[src/rtl/chflt_pkg.sv]
package chflt_pkg;

  // Action applied to one fault flag on a clock edge
  typedef enum logic [1:0] {
    FL_HOLD  = 2'd0,
    FL_SET   = 2'd1,
    FL_CLEAR = 2'd2
  } flag_act_e;

  // Next flag value for a decided action
  function automatic logic flag_next(flag_act_e act, logic cur);
    case (act)
      FL_SET:   return 1'b1;
      FL_CLEAR: return 1'b0;
      default:  return cur;
    endcase
  endfunction

  // Width needed to count from 0 up to lim inclusive
  function automatic int unsigned cnt_width(int unsigned lim);
    return (lim < 1) ? 1 : $clog2(lim + 1);
  endfunction

endpackage

[src/rtl/chflt_persist.sv]
// Persistence filter: hit_o is high while lvl_i is high at the LIMIT-th
// consecutive sampling edge or later.
module chflt_persist
  import chflt_pkg::*;
#(
  parameter int unsigned LIMIT = 4
) (
  input  logic clk_i,
  input  logic clr_i,
  input  logic lvl_i,
  output logic hit_o
);
  localparam int unsigned CW = cnt_width(LIMIT);
  localparam logic [CW-1:0] TOP  = CW'(LIMIT);
  localparam logic [CW-1:0] LAST = CW'(LIMIT - 1);

  logic [CW-1:0] run_q;

  always_ff @(posedge clk_i) begin
    if (clr_i || !lvl_i) begin
      run_q <= '0;
    end else if (run_q != TOP) begin
      run_q <= run_q + 1'b1;
    end
  end

  assign hit_o = lvl_i && (run_q >= LAST);

endmodule

[src/rtl/chflt_lane.sv]
// One channel: two filtered flags with their set/clear rules.
module chflt_lane
  import chflt_pkg::*;
#(
  parameter int unsigned OC_DG = 4,
  parameter int unsigned OL_DG = 17
) (
  input  logic clk_i,
  input  logic clr_i,
  input  logic oc_raw_i,
  input  logic ol_raw_i,
  input  logic data_i,
  input  logic flt_clr_i,
  output logic oc_q_o,
  output logic ol_q_o,
  output logic oc_nxt_o,
  output logic ol_nxt_o
);
  logic oc_hit, ol_hit;
  flag_act_e oc_act, ol_act;
  logic oc_q, ol_q;

  // Overcurrent is only meaningful while the channel is commanded on
  chflt_persist #(.LIMIT(OC_DG)) u_oc_filt (
    .clk_i (clk_i),
    .clr_i (clr_i),
    .lvl_i (oc_raw_i && data_i),
    .hit_o (oc_hit)
  );

  // Open-load is only evaluated while the channel is commanded off
  chflt_persist #(.LIMIT(OL_DG)) u_ol_filt (
    .clk_i (clk_i),
    .clr_i (clr_i),
    .lvl_i (ol_raw_i && !data_i),
    .hit_o (ol_hit)
  );

  // Set has priority over every clear source
  always_comb begin
    oc_act = FL_HOLD;
    if (oc_hit) begin
      oc_act = FL_SET;
    end else if (flt_clr_i || !data_i) begin
      oc_act = FL_CLEAR;
    end

    ol_act = FL_HOLD;
    if (ol_hit) begin
      ol_act = FL_SET;
    end else if (flt_clr_i || data_i) begin
      ol_act = FL_CLEAR;
    end
  end

  assign oc_nxt_o = flag_next(oc_act, oc_q);
  assign ol_nxt_o = flag_next(ol_act, ol_q);

  always_ff @(posedge clk_i) begin
    if (clr_i) begin
      oc_q <= 1'b0;
      ol_q <= 1'b0;
    end else begin
      oc_q <= oc_nxt_o;
      ol_q <= ol_nxt_o;
    end
  end

  assign oc_q_o = oc_q;
  assign ol_q_o = ol_q;

endmodule

[src/rtl/chflt_summary.sv]
// Registered fault pin and global disable, aligned with the flag registers.
module chflt_summary (
  input  logic clk_i,
  input  logic clr_i,
  input  logic any_nxt_i,
  input  logic otemp_i,
  output logic fault_n_o,
  output logic all_off_o
);
  always_ff @(posedge clk_i) begin
    if (clr_i) begin
      fault_n_o <= 1'b1;
      all_off_o <= 1'b0;
    end else begin
      fault_n_o <= !(any_nxt_i || otemp_i);
      all_off_o <= otemp_i;
    end
  end
endmodule

[src/rtl/chflt_unit.sv]
module chflt_unit #(
  parameter int unsigned CH    = 8,
  parameter int unsigned OC_DG = 4,
  parameter int unsigned OL_DG = 17
) (
  input  logic            clk_i,
  input  logic            rst_i,
  input  logic            uv_i,
  input  logic [CH-1:0]   oc_raw_i,
  input  logic [CH-1:0]   ol_raw_i,
  input  logic [CH-1:0]   data_i,
  input  logic            flt_clr_i,
  input  logic            otemp_i,
  output logic [2*CH-1:0] fault_reg_o,
  output logic [CH-1:0]   force_off_o,
  output logic            all_off_o,
  output logic            fault_n_o
);
  localparam int unsigned FW = 2 * CH;

  logic          clr_all;
  logic [CH-1:0] oc_q, ol_q, oc_nxt, ol_nxt;
  logic [FW-1:0] word_nxt;

  assign clr_all = rst_i || uv_i;

  for (genvar g = 0; g < CH; g++) begin : g_lane
    chflt_lane #(.OC_DG(OC_DG), .OL_DG(OL_DG)) u_lane (
      .clk_i     (clk_i),
      .clr_i     (clr_all),
      .oc_raw_i  (oc_raw_i[g]),
      .ol_raw_i  (ol_raw_i[g]),
      .data_i    (data_i[g]),
      .flt_clr_i (flt_clr_i),
      .oc_q_o    (oc_q[g]),
      .ol_q_o    (ol_q[g]),
      .oc_nxt_o  (oc_nxt[g]),
      .ol_nxt_o  (ol_nxt[g])
    );
  end

  assign word_nxt = {oc_nxt, ol_nxt};

  chflt_summary u_sum (
    .clk_i     (clk_i),
    .clr_i     (clr_all),
    .any_nxt_i (|word_nxt),
    .otemp_i   (otemp_i),
    .fault_n_o (fault_n_o),
    .all_off_o (all_off_o)
  );

  assign fault_reg_o = {oc_q, ol_q};
  assign force_off_o = oc_q;

endmodule

[config.mk]
export PLATFORM = sky130hd
export DESIGN_NAME = chflt_unit
export DESIGN_NICKNAME = d
export VERILOG_FILES = /design/src/rtl/chflt_pkg.sv /design/src/rtl/chflt_persist.sv /design/src/rtl/chflt_lane.sv /design/src/rtl/chflt_summary.sv /design/src/rtl/chflt_unit.sv
export SDC_FILE = /design/constraint.sdc
export NUM_CORES = 1
export LEC_CHECK = 0
export BUFFER_PORTS_ARGS = -buffer_cell sky130_fd_sc_hd__buf_2
export CELL_PAD_IN_SITES_DETAIL_PLACEMENT = 0
export CELL_PAD_IN_SITES_GLOBAL_PLACEMENT = 2
export CORE_ASPECT_RATIO = 0.5
export CORE_MARGIN = 3
export CORE_UTILIZATION = 36
export DETAILED_ROUTE_END_ITERATION = 7
export PLACE_DENSITY_LB_ADDON = 0.2
export SLEW_MARGIN = 0
export SYNTH_ARGS = -nofsm -noshare
export SYNTH_HDL_FRONTEND = slang
export SYNTH_HIERARCHICAL = 1
export SYNTH_SLANG_ARGS = --single-unit
[constraint.sdc]
create_clock -name clk_i -period 1.9 [get_ports clk_i]
set_input_delay 0.19 -clock clk_i [delete_from_list [all_inputs] [get_ports clk_i]]
set_output_delay 0.19 -clock clk_i [all_outputs]
set_load 0.02 [all_outputs]
==> parameters.txt, run 1 <==
Parameter                              Value

Run status
  Outcome ... finished, final reports clean

Logic synthesis
  Register area share after synthesis ... 0.359
  Proportion of register bits with asynchronous set or reset after synthesis ... 0
  Yosys reg bits ... 82
  Average instance area after synthesis ... 9.34 µm²
  Post-synthesis cell area ... 4580 µm²
  Leading post-synthesis cells by cell area ... sky130_fd_sc_hd__dfxtp_1 36%, sky130_fd_sc_hd__ha_1 11%, sky130_fd_sc_hd__or3b_1 6.1%, sky130_fd_sc_hd__mux2i_1 5.3%, sky130_fd_sc_hd__nand3b_1 5.3%
  Leading register cell type out of synthesis ... sky130_fd_sc_hd__dfxtp_1
  Share of the synthesized area in the top cell type ... 0.359
  Gate Count Post-Synth ... 490
  Net count after synthesis ... 559
  Dominant cell type by area after synthesis ... sky130_fd_sc_hd__dfxtp_1
  Most used standard cells in the synthesized netlist ... 82 x sky130_fd_sc_hd__dfxtp_1, 48 x sky130_fd_sc_hd__inv_1, 40 x sky130_fd_sc_hd__a21oi_1, 40 x sky130_fd_sc_hd__ha_1
  Total of warnings raised by yosys ... 6
  Count of unique library cells instantiated by Yosys ... 27
  Most frequently used cell type in the post-synthesis netlist ... sky130_fd_sc_hd__dfxtp_1
  Number of flops mapped to enable cells by yosys ... 0

Die
  Site row count ... 28
  Area of the core region ... 12,100 µm²
  Total die area ... 14,200 µm²
  Top-level I/O count ... 55
  Y dimension of the die ... 85.7 µm
  Initial core utilization ... 0.377
  X dimension of the die ... 165 µm

Routing
  Average wire per cell in the routed design ... 12.3 µm
  Drt drc ... 0
  Routed WL ... 9.02 mm
  Number of nets still failing antenna checks after routing ... 0
  Detailed Route Iter0 Violations ... 158
  Number of detailed-route iterations in the first pass ... 5
  Via/cell ratio ... 4.81
  Total via count in the routed design ... 3,533

STA
  Peak clock frequency supported by timing ... 573 MHz
  Measured slew at the worst slew-check pin ... 323 ps
  Final worst path period need ... 1750 ps
  Max Transition Viols Final ... 0
  Crit share post-route ... 0.919
  Post-Route Setup TNS ... 0 ps
  Final setup violation count ... 0
  Final setup skew ... 8.82 ps
  Worst max-slew margin expressed relative to the limit ... 0.785
  Total count of hold-check failures in the final report ... 0

Critical path
  Data required time of the worst path ... 2160 ps
  Worst setup SP type ... register
  Count of cell instances traversed by the critical path ... 9
  Number of buffer and inverter stages on the critical path ... 1
  Worst R2R Start ... g_lane[3].u_lane/u_oc_filt/run_q[1]
  Worst path slowest cell ... sky130_fd_sc_hd__dfxtp_2
  Setup crit end kind ... register
  Arrival time worst endpoint ... 2010 ps
  Delay-heaviest family, CP ... simple AND/OR/NAND/NOR gates
  Origin of the worst setup path ... g_lane[3].u_lane/u_oc_filt/run_q[1]
  Most common cell on crit path ... sky130_fd_sc_hd__ha_1
  Worst setup path class ... reg2reg
  Critical path's largest stage delay ... 340 ps
  Worst Path Max Fanout ... 4
  Number of cells traversed by the worst register-to-register path ... 9
  Cell chain of the critical path ... ha_1 -> ha_1 -> a211oi_2 -> nor2b_1 -> inv_1 -> nand2_2 -> nor4_4 -> nand4_1 -> o21bai_1

Power
  Switching power summed over all nets ... 803 µW
  Internal power ... 3.05 mW
  Clock power share ... 0.498
  Part of the total power dissipated in sequential elements ... 0.453
  Worst-case vdd ir drop ... 0.413 mV
  Share of total power in combinational logic ... 0.049
  Switching fraction of total power ... 0.209
  Leakage power figure ... 2.25 nW
  Power per standard cell area ... 695 nW/µm²

Clock network
  Buffer depth of the longest clock path ... 2
  Clock transition at path regs ... 60 ps
  CTS Sinks ... 82
  Clock latency reported for the late side of the worst-skew pair ... 340 ps
  TritonCTS clock tree ... built
  H-tree levels ... 3
  Clock root buffer master ... sky130_fd_sc_hd__clkbuf_16
  Clock buffer count from CTS ... 9

Flow run
  Total of max-cap violations ... 0

Finish
  Area growth syn-to-layout ... 21.1%
  Finished Cell Area ... 5540 µm²
  Non-filler instance count after layout ... 734
  NumNets Final ... 633
  Total of fill cells in the finished design ... 1,174
  Fraction of final layout cells with drive strength greater than 1 ... 0.246
  Fraction of the core area covered by cells at the end of the flow ... 0.457
  Number of diodes added for antenna fixing ... 0

Global route
  Maximum number of pins on one net before global-route repair ... 83
  Number of global-route vias before repair ... 3,113
  Initial antenna violation count ... 0
  Total congestion overflow after global routing ... 0
  Wire length of the first global-routing pass ... 14.9 mm
  Global-route total usage across every layer ... 0.131

Hold path
  Beginning of the worst hold path ... otemp_i
  Worst hold path cell count ... 2
  Path type of the worst min-delay path ... in2reg

Place
  Half-perimeter wire length after placement ... 6.46 mm
  Total placed instance area ... 5120 µm²
  Count of placed standard cells including taps ... 717
  Buffers on Ports ... 54
  RD Place Congestion ... 0.748
## kinds of logic after synthesis
| group | share of synthesized area |
|---|---|
| compound gates | 0.104 |
| simple gates | 0.307 |
| fa+ha+maj | 0.109 |
| mux | 0.0525 |
| xor+xnor | 0.0153 |
| flops | 0.359 |
| buf+inv | 0.0525 |
## cells in the final DEF (no fill, tap or decap), types with 9 or more instances in the layout
cell type / netlist / routed
sky130_fd_sc_hd__inv_1: 48 / 48
sky130_fd_sc_hd__nand2b_1: 16 / 16
sky130_fd_sc_hd__nor2b_1: 9 / 9
sky130_fd_sc_hd__a21oi_1: 40 / 40
sky130_fd_sc_hd__nand3b_1: 32 / 32
sky130_fd_sc_hd__nand3_1: 24 / 24
sky130_fd_sc_hd__dfxtp_1: 82 / 80
sky130_fd_sc_hd__nand2_1: 24 / 23
sky130_fd_sc_hd__and2_2: 16 / 16
sky130_fd_sc_hd__clkbuf_16: 0 / 9
sky130_fd_sc_hd__mux2i_1: 24 / 24
sky130_fd_sc_hd__or3b_1: 32 / 32
sky130_fd_sc_hd__buf_4: 8 / 16
sky130_fd_sc_hd__buf_2: 0 / 54
sky130_fd_sc_hd__ha_1: 40 / 40
## final cells by class
type	instances	area, µm²	share of cell area
inverter	48	180	0.0325
clock inverter	4	73.8	0.0133
tap	165	206	0.0373
sequential	82	1640	0.297
clock buffer	12	256	0.0463
timing repair buffer	71	410	0.0741
multi-input combinational	352	2770	0.500
## per-stage QoR
| stage | worst slack (ps) | power, mW | hold slack, ps |
|---|---|---|---|
| 2_1_floorplan | 323 | 1.89 | 291 |
| 3_3_place_gp | -39.1 | 1.97 | 421 |
| 3_5_place_dp | -6.32 | 1.97 | 417 |
| 4_1_cts | 51.0 | 3.91 | 59.5 |
| 5_1_grt | -4.06 | 4.02 | 66.8 |
| 6_report | 154 | 3.85 | 56.1 |
## routing by layer
layer / vias to the layer above / GRT usage / share of wire
met5: - / 0 / 0
met4: 0 / 0.0385 / 0.012
met3: 8 / 0.0396 / 0.042
met2: 41 / 0.193 / 0.42
met1: 1609 / 0.186 / 0.52
li1: 1875 / - / -
## registers in the layout, summed over array words and instances (netlist names)
| name | cells |
|---|---|
| g_lane.u_lane/oc_q_o | 8 |
| g_lane.u_lane/u_ol_filt/run_q | 40 |
| u_sum/all_off_o | 1 |
| g_lane.u_lane/ol_q_o | 8 |
| g_lane.u_lane/u_oc_filt/run_q | 24 |
| u_sum/fault_n_o | 1 |
## timing repair
item | in CTS | in global routing
pin swaps | 0 | 4
setup endpoints to repair | 1 | 1
buffers inserted | 0 | 1
gates resized for setup | 1 | 14
hold buffers | 0 | 0
gates cloned | 0 | 0
## path summary, 6_finish.rpt
path                            slack (ps)                                  end
worst max-delay path                   150                      u_sum/fault_n_o
worst min-delay path                    60                      u_sum/fault_n_o
worst max register to register         150                      u_sum/fault_n_o
worst min register to register         510  g_lane[3].u_lane/u_oc_filt/run_q[1]
## power by group through the flow
stage,Sequential [mW],Combinational [mW],Clock [mW]
after CTS,1.74,0.192,1.98
after global routing,1.75,0.213,2.06
after global placement,1.78,0.192,0
final,1.74,0.187,1.92
after detailed placement,1.78,0.191,0
after floorplan,1.78,0.105,0
Note: power is estimated with default switching activity, not from simulation.
==> inputs of run 2 (changes only) <==
Settings changed: BUFFER_PORTS_ARGS -buffer_cell sky130_fd_sc_hd__buf_2 to -buffer_cell sky130_fd_sc_hd__buf_4, CORE_MARGIN 3 to not set.
==> parameters.txt, run 2 (synthesis gave the netlist of run 1 again) <==
Parameter                              Value

Die
  X dimension of the die ... 161 µm (was 165 µm)
  Initial core utilization ... 0.379 (was 0.377)
  Site row count ... 28 (unchanged)
  Area of the core region ... 12,100 µm² (about the same)
  Total die area ... 13,200 µm² (was 14,200 µm²)
  Y dimension of the die ... 81.7 µm (was 85.7 µm)
  Top-level I/O count ... 55 (unchanged)

Routing
  Average wire per cell in the routed design ... 12.7 µm (was 12.3 µm)
  Number of nets still failing antenna checks after routing ... 0 (unchanged)
  Detailed Route Iter0 Violations ... 134 (was 158)
  Via/cell ratio ... 4.87 (was 4.81)
  Drt drc ... 0 (unchanged)
  Number of detailed-route iterations in the first pass ... 4 (was 5)
  Routed WL ... 9.31 mm (was 9.02 mm)
  Total via count in the routed design ... 3,559 (was 3,533)

Critical path
  Worst setup path class ... reg2reg (unchanged)
  Arrival time worst endpoint ... 1990 ps (was 2010 ps)
  Origin of the worst setup path ... g_lane[3].u_lane/u_oc_filt/run_q[0] (was g_lane[3].u_lane/u_oc_filt/run_q[1])
  Worst R2R Start ... g_lane[3].u_lane/u_oc_filt/run_q[0] (was g_lane[3].u_lane/u_oc_filt/run_q[1])
  Worst setup SP type ... register (unchanged)
  Worst path slowest cell ... sky130_fd_sc_hd__dfxtp_1 (was sky130_fd_sc_hd__dfxtp_2)
  Critical path's largest stage delay ... 310 ps (was 340 ps)
  Cell chain of the critical path ... ha_1 -> ha_1 -> a211oi_2 -> nor2b_1 -> inv_1 -> nand2_1 -> nor4_2 -> buf_4 -> nand4_1 -> o21bai_1 (was ha_1 -> ha_1 -> a211oi_2 -> nor2b_1 -> inv_1 -> nand2_2 -> nor4_4 -> nand4_1 -> o21bai_1)
  Most common cell on crit path ... sky130_fd_sc_hd__ha_1 (unchanged)
  Number of cells traversed by the worst register-to-register path ... 10 (was 9)
  Delay-heaviest family, CP ... simple AND/OR/NAND/NOR gates (unchanged)
  Data required time of the worst path ... 2160 ps (about the same)
  Minimum setup slack among reg-to-reg paths ... 170 ps (was 150 ps)
  Worst Path Max Fanout ... 2 (was 4)
  Count of cell instances traversed by the critical path ... 10 (was 9)
  Setup crit end kind ... register (unchanged)
  Number of buffer and inverter stages on the critical path ... 2 (was 1)

Power
  Power per standard cell area ... 640 nW/µm² (was 695 nW/µm²)
  Leakage power figure ... 2.21 nW (was 2.25 nW)
  Worst-case vdd ir drop ... 0.339 mV (was 0.413 mV)

Finish
  Number of diodes added for antenna fixing ... 0 (unchanged)
  Most frequent standard cell in the layout excluding fill and tap cells ... sky130_fd_sc_hd__dfxtp_1 (unchanged)
  Number of flip-flops in the largest register ... 40 (unchanged)
  Fraction of final layout cells with drive strength greater than 1 ... 0.239 (was 0.246)
  Top Registers ... g_lane.u_lane/u_ol_filt/run_q: 40 flops, g_lane.u_lane/u_oc_filt/run_q: 24 flops (unchanged)
  Fraction of the core area covered by cells at the end of the flow ... 0.460 (was 0.457)
  Non-filler instance count after layout ... 731 (was 734)
  Register with the most flip-flops ... g_lane.u_lane/u_ol_filt/run_q (unchanged)
  Area growth syn-to-layout ... 21.6% (was 21.1%)
  Most used cells in the layout excluding fill and tap cells ... 79 x sky130_fd_sc_hd__dfxtp_1, 67 x sky130_fd_sc_hd__buf_4, 48 x sky130_fd_sc_hd__inv_1, 40 x sky130_fd_sc_hd__a21oi_1, 40 x sky130_fd_sc_hd__ha_1 (was 80 x sky130_fd_sc_hd__dfxtp_1, 54 x sky130_fd_sc_hd__buf_2, 48 x sky130_fd_sc_hd__inv_1, 40 x sky130_fd_sc_hd__a21oi_1, 40 x sky130_fd_sc_hd__ha_1)
  NumNets Final ... 630 (was 633)

Clock network
  Number of buffers added to fix hold violations after cts ... 0 (unchanged)
  Clock transition at path regs ... 60 ps (about the same)
  Clock buffer count from CTS ... 9 (unchanged)
  H-tree levels ... 3 (unchanged)
  CTS Sinks ... 82 (unchanged)
  Clock root buffer master ... sky130_fd_sc_hd__clkbuf_16 (unchanged)
  Clock latency reported for the late side of the worst-skew pair ... 330 ps (was 340 ps)
  TritonCTS clock tree ... built (unchanged)
  Buffer depth of the longest clock path ... 2 (unchanged)

STA
  Setup slack after layout ... 171 ps (was 154 ps)
  Post-Route Setup TNS ... 0 ps (unchanged)
  Peak clock frequency supported by timing ... 578 MHz (was 573 MHz)
  Max Transition Viols Final ... 0 (unchanged)
  Worst max-slew margin expressed relative to the limit ... 0.781 (was 0.785)
  Final worst path period need ... 1730 ps (was 1750 ps)
  Final setup violation count ... 0 (unchanged)
  Total count of hold-check failures in the final report ... 0 (unchanged)
  Final setup skew ... 6.21 ps (was 8.82 ps)
  Measured slew at the worst slew-check pin ... 329 ps (was 323 ps)
  Crit share post-route ... 0.910 (was 0.919)
  Unrepaired setup endpoints after global routing ... no

Run status
  Outcome ... finished, final reports clean (unchanged)

Global route
  Total congestion overflow after global routing ... 0 (unchanged)
  Global-route total usage across every layer ... 0.151 (was 0.131)
  Maximum number of pins on one net before global-route repair ... 83 (unchanged)
  Wire length of the first global-routing pass ... 15.8 mm (was 14.9 mm)
  Initial antenna violation count ... 0 (unchanged)
  Number of global-route vias before repair ... 3,292 (was 3,113)

Hold path
  Path type of the worst min-delay path ... in2reg (unchanged)
  Worst hold path cell count ... 2 (unchanged)
  Beginning of the worst hold path ... otemp_i (unchanged)

Place
  Half-perimeter wire length after placement ... 6.49 mm (was 6.46 mm)
  RD Place Congestion ... 0.770 (was 0.748)
  Count of placed standard cells including taps ... 715 (was 717)
  Buffers on Ports ... 54 (unchanged)
  Worst-case setup slack after placement ... 142 ps (was -6.32 ps)

Flow run
  Total of max-cap violations ... 0 (unchanged)
run 2: cell types whose count changed in the layout (fill, tap and decap cells not counted), sizes merged:
cell / before / now
buf: 71 / 68
bufinv: 2 / 0
clkinv: 2 / 3
clkbuf: 12 / 11
clkinvlp: 0 / 2
run 2: through the flow:
step | hold WS, ps | cell area, µm² | power (mW)
detailed placement | 401 | 5250 | 1.99
floorplan | 291 | 4580 | 1.89
global route | 49.3 | 5570 | 3.74
finish | 53.4 | 5570 | 3.56
global placement | 400 | 5250 | 1.99
CTS | 47.8 | 5520 | 3.64
run 2: layer usage:
layer,vias to the layer above,part of all wire,track usage
met5,-,0,0
met2,40,0.42,0.244
li1,1866,-,-
met1,1645,0.54,0.200
met3,8,0.028,0.0374
met4,0,0.0087,0.0481
run 2: what timing repair did:
action / 4_1_cts / 5_1_grt
gates resized for setup: 0 / 11
buffers inserted: 0 / 0
setup endpoints to repair: 0 / 1
run 2: layout make-up:
type	instances	area, µm²
clock buffers	11	243
clock inverters	5	30.0
fillers	1244	6520
inverters	48	180
multi-input cells	352	2740
flip-flops and latches	82	1650
well taps	165	206
repair buffers	68	523
run 2: final timing paths:
kind,end
min,u_sum/fault_n_o
min reg2reg,g_lane[1].u_lane/u_oc_filt/run_q[1]
max reg2reg,u_sum/fault_n_o
max,u_sum/fault_n_o
run 2: where the power goes:
group,switching (mW),internal (mW)
clock network,0.701,0.915
registers,0.0132,1.73
logic,0.0952,0.108
total,0.809,2.75
